<file path="config.mk">
export PLATFORM = sky130hd
export DESIGN_NAME = cpl_classify
export DESIGN_NICKNAME = d
export VERILOG_FILES = /design/src/rtl/cpl_chk_pkg.sv /design/src/rtl/cpl_classify.sv
export SDC_FILE = /design/constraint.sdc
export NUM_CORES = 1
export LEC_CHECK = 0
export ABC_AREA = 1
export BUFFER_PORTS_ARGS = -buffer_cell sky130_fd_sc_hd__buf_4
export CAP_MARGIN = 20
export CORE_ASPECT_RATIO = 1.2
export CORE_MARGIN = 8
export CORE_UTILIZATION = 30
export DETAILED_ROUTE_END_ITERATION = 7
export PLACE_DENSITY = 0.91
export SYNTH_ARGS = -nofsm -noshare
export SYNTH_HDL_FRONTEND = slang
export SYNTH_SLANG_ARGS = --single-unit
</file>
<file path="constraint.sdc">
create_clock -name vclk -period 4.1
set_clock_uncertainty 0.15 [all_clocks]
set_input_delay 0.82 -clock vclk [all_inputs]
set_output_delay 0.82 -clock vclk [all_outputs]
set_load 0.02 [all_outputs]
</file>
<file path="src/rtl/cpl_chk_pkg.sv">
`timescale 1ns/1ps
package cpl_chk_pkg;
    localparam int RID_W = 16;
    localparam int LEN_W = 10;
    localparam int BC_W  = 12;
    localparam int LA_W  = 7;
    localparam int NUM_CLS = 5;

    localparam int DG_CRS  = 40;
    localparam int DG_TC   = 41;
    localparam int DG_ATTR = 42;
    localparam int DG_BCNT = 43;
    localparam int DG_LADR = 44;

    localparam logic [2:0] ST_SC  = 3'b000;
    localparam logic [2:0] ST_UR  = 3'b001;
    localparam logic [2:0] ST_CRS = 3'b010;
    localparam logic [2:0] ST_CA  = 3'b100;

    typedef enum logic [1:0] {K_MEM = 2'd0, K_IO = 2'd1, K_CFG0 = 2'd2, K_CFG1 = 2'd3} req_kind_e;

    typedef enum logic [2:0] {
        C_GOOD  = 3'd0,
        C_UNEXP = 3'd1,
        C_RETRY = 3'd2,
        C_MALF  = 3'd3,
        C_WUC   = 3'd4,
        C_RUC   = 3'd5
    } cls_e;

    typedef struct packed {
        logic              vld;
        logic [RID_W-1:0]  rid;
        req_kind_e         kind;
        logic              wr;
        logic [LEN_W-1:0]  len;
        logic [BC_W-1:0]   bcnt;
        logic [LA_W-1:0]   laddr;
    } req_ent_t;

    typedef struct packed {
        logic [RID_W-1:0]  rid;
        logic              locked;
        logic              data;
        logic [2:0]        status;
        logic [LEN_W-1:0]  len;
        logic [BC_W-1:0]   bcnt;
        logic [LA_W-1:0]   laddr;
        logic [2:0]        tc;
        logic [1:0]        attr;
    } cpl_hdr_t;

    function automatic logic kind_is_cfg(req_kind_e k);
        return (k == K_CFG0) || (k == K_CFG1);
    endfunction

    function automatic logic status_reserved(logic [2:0] st);
        return !((st == ST_SC) || (st == ST_UR) || (st == ST_CRS) || (st == ST_CA));
    endfunction

    function automatic logic cls_retires(cls_e c);
        return (c == C_GOOD) || (c == C_MALF) || (c == C_WUC) || (c == C_RUC);
    endfunction
endpackage

</file>
<file path="src/rtl/cpl_classify.sv">
`timescale 1ns/1ps
module cpl_classify
    import cpl_chk_pkg::*;
#(
    parameter int MAX_DW = 128,
    parameter int DIAG_W = 64
) (
    input  req_ent_t          ent,
    input  cpl_hdr_t          hdr,
    input  logic [DIAG_W-1:0] diag,
    output cls_e              cls
);
    logic hit, cfg, is_sc, is_crs, data_bad, len_bad;
    logic bc_bad, la_bad, tc_bad, at_bad, other;

    always_comb begin
        hit      = ent.vld && (ent.rid == hdr.rid);
        cfg      = kind_is_cfg(ent.kind);
        is_sc    = (hdr.status == ST_SC);
        is_crs   = (hdr.status == ST_CRS);
        data_bad = is_sc ? (hdr.data == ent.wr) : hdr.data;
        len_bad  = hdr.data && ((hdr.len != ent.len) || (int'(hdr.len) > MAX_DW));
        bc_bad   = (hdr.bcnt  != ent.bcnt)  && !diag[DG_BCNT];
        la_bad   = (hdr.laddr != ent.laddr) && !diag[DG_LADR];
        tc_bad   = (hdr.tc   != 3'd0) && !diag[DG_TC];
        at_bad   = (hdr.attr != 2'd0) && !diag[DG_ATTR];
        other    = status_reserved(hdr.status) | data_bad | len_bad
                 | bc_bad | la_bad | tc_bad | at_bad;

        if (!hit || hdr.locked)                   cls = C_UNEXP;
        else if (is_crs && cfg && !other)         cls = C_RETRY;
        else if (other || (is_crs && !diag[DG_CRS])) cls = C_MALF;
        else if (is_crs)                          cls = ent.wr ? C_WUC : C_RUC;
        else                                      cls = C_GOOD;
    end
endmodule

</file>
==> flow_metrics.tcl <==
set metrics [dict create \
    status "finished clean" \
    routed_via_density 4.39 \
    critPathRequiredTime_ns 3.13 \
    report.final.slew_viol_count 0 \
    pin_count 171 \
    final.period_utilization_pct 72.2 \
    mostFrequentLayoutCell "sky130_fd_sc_hd__buf_4" \
    nFlopsAndLatches 0 \
    tightestPinTransition_ns 0.274 \
    worst-path-buf-inv 3 \
    die_height_um 77.1 \
    wire_length_of_the_first_global_routing_pass_um 5900 \
    crit_path_start_kind "primary input" \
    power.share.combinational_pct 100.0 \
    power_frac_clock_pct 0 \
    detail_route.drc_violations 0 \
    final_period_minus_worst_setup_slack_ns 2.96 \
    postRouteAntennaNets 0 \
    cell_area_after_technology_mapping_um2 935 \
    n_fill_cell 302 \
    fp.dieW_um 67.0 \
    number_of_failing_hold_endpoints_at_the_final_stage 0 \
    critical-path-top-delay-family "simple AND/OR/NAND/NOR gates" \
    power.density_cell_area_mw_per_mm2 83.9 \
    crit_chain "buf_4 > xnor2_1 > nand2_1 > nor2_1 > nand3_1 > nand2_1 > inv_1 > nor2_4 > nand3_2 > nor2_2 > nor2_1 > buf_4" \
    detailroute.via_count 1522 \
    setup.worst_path.end_class "output port" \
    numPortBuffers 111 \
    via_count_of_the_first_global_routing_pass 1464 \
    worst_slew_margin_rel_pct 81.6 \
    seqCellArea_um2 0 \
    drt_pass_1_iters 4 \
    initial_cell_density_of_the_core_pct 30.9 \
    sw_frac_of_total_pct 37.3 \
    post_route_cells_drive_above_1_share_pct 40.2 \
    syn-instance-count 200 \
    dieArea_mm2 0.00517 \
    dp.final_hpwl_um 3640 \
    core_mm2 0.00303 \
    timing.final.setup_violations 0 \
    power_frac_seq_pct 0 \
    critPathKind "in2out" \
    post_cts_buffers 0 \
    postCtsHoldBufs 0 \
    crit_path_max_fanout 3 \
    rsz_0062_raised_after_global_routing "false" \
    critical-path-max-stage-delay_ns 0.19 \
    clock_buffer_count 0 \
    grt.total_usage_pct 13.4 \
    cp.arrival_ns 1.99 \
    number_of_nets_in_the_synthesized_netlist 368 \
    p_int_uw 95.3 \
    grt_max_degree 4 \
    p_switching_uw 56.8 \
    route.detailed.wl_per_inst_um 11.0 \
    ys.warnings.count 0 \
    gp_routability_congestion 0.879 \
    total_power_uw 152 \
    first_iter_violations 52 \
    drv.max_cap_violation_count 0 \
    setup-tns-final_ns 0 \
    wirelength_um 3830 \
    leakagePower_nw 1.10 \
    syn_area_per_cell_um2 4.67 \
    mostFrequentLayoutCells "sky130_fd_sc_hd__buf_4 (111), sky130_fd_sc_hd__nand2_1 (70), sky130_fd_sc_hd__inv_1 (46), sky130_fd_sc_hd__nor2_1 (25), sky130_fd_sc_hd__xnor2_1 (14)" \
    fmax_mhz 338 \
    post_cts.resized_instances 0 \
    cp_slowest_cell "sky130_fd_sc_hd__xnor2_1" \
    area_delta_synth_final_pct 94.0 \
    synth_cell_type_count 21 \
    post-route-util_pct 59.9 \
    power.ir.vdd_worst_mv 0.0598 \
    final_net_count 481 \
    num_rows 22 \
    hold_path.class "in2out" \
    antenna_cells 0 \
    antenna_violations_before_repair 0 \
    synth.yosys.seq_area_share_pct 0 \
    overflow_after_grt 0 \
]
==> final cells by class <==
| type | instances | area [µm²] | share of cell area (%) |
|---|---|---|---|
| repair buffers | 111 | 833 | 46.0 |
| multi-input cells | 150 | 747 | 41.2 |
| inverters | 50 | 188 | 10.4 |
| well taps | 36 | 45.0 | 2.48 |
==> cell families after synthesis <==
family	count (synthesis)	share of synthesized area, %
xor+xnor	15	14.1
buf+inv	50	20.1
simple gates	121	57.6
compound gates	14	8.30
==> stage by stage <==
step / hold WS [ns] / std cells / setup WS (ns) / area, µm²
after global placement: 1.91 / 347 / 1.20 / 1810
after detailed placement: 1.93 / 347 / 1.15 / 1810
final: 1.92 / 347 / 1.14 / 1810
after global routing: 1.95 / 347 / 1.02 / 1810
after floorplan: 1.68 / 200 / 1.37 / 935
after CTS: 1.93 / 347 / 1.14 / 1810
==> worst paths after layout <==
check | startpoint | endpoint | cells after the start
setup / recovery | ent[8] | cls[1] | 12
hold / removal | hdr[36] | cls[2] | 5
==> power groups by stage <==
stage / clock network (mW) / logic [mW] / registers, mW
2_1_floorplan: 0 / 0.0582 / 0
3_3_place_gp: 0 / 0.148 / 0
3_5_place_dp: 0 / 0.153 / 0
4_1_cts: 0 / 0.153 / 0
5_1_grt: 0 / 0.169 / 0
6_report: 0 / 0.152 / 0
==> synthesized netlist by cell type <==
| cell | instances | area (µm²) |
|---|---|---|
| sky130_fd_sc_hd__nor2_2 | 2 | 12.5 |
| sky130_fd_sc_hd__o21ai_0 | 5 | 25.0 |
| sky130_fd_sc_hd__inv_2 | 4 | 15.0 |
| sky130_fd_sc_hd__o22ai_1 | 4 | 25.0 |
| sky130_fd_sc_hd__o211ai_1 | 1 | 7.51 |
| sky130_fd_sc_hd__or2_1 | 1 | 6.26 |
| sky130_fd_sc_hd__nand4_1 | 7 | 43.8 |
| sky130_fd_sc_hd__nand3b_1 | 2 | 15.0 |
| sky130_fd_sc_hd__o21ai_1 | 4 | 20.0 |
| sky130_fd_sc_hd__nand3_2 | 1 | 10.0 |
| sky130_fd_sc_hd__xor2_1 | 1 | 8.76 |
| sky130_fd_sc_hd__nor3_1 | 1 | 5.00 |
| sky130_fd_sc_hd__inv_1 | 46 | 173 |
| sky130_fd_sc_hd__or2_2 | 1 | 6.26 |
| sky130_fd_sc_hd__nand3_1 | 5 | 25.0 |
| sky130_fd_sc_hd__nor2_4 | 1 | 11.3 |
| sky130_fd_sc_hd__xnor2_1 | 14 | 123 |
| sky130_fd_sc_hd__nor2_1 | 25 | 93.8 |
| sky130_fd_sc_hd__nand2_1 | 70 | 263 |
| sky130_fd_sc_hd__nor3_2 | 4 | 40.0 |
| sky130_fd_sc_hd__nand2_2 | 1 | 6.26 |
==> per-layer routing <==
metal | track usage, % | wire length, µm | vias to the layer above
met5 | 0 | 0 | -
met4 | 0 | 0 | 0
met3 | 7.12 | 631 | 0
met2 | 23.4 | 1690 | 86
met1 | 14.7 | 1500 | 617
li1 | - | - | 819
==> tightest hold or removal path, delay by kind of cell <==
kind,cells,cell delay [ns]
AND/OR/NAND/NOR,3,0.20
buffers and inverters,2,0.24
No activity file was read; power rests on OpenSTA's default activity.
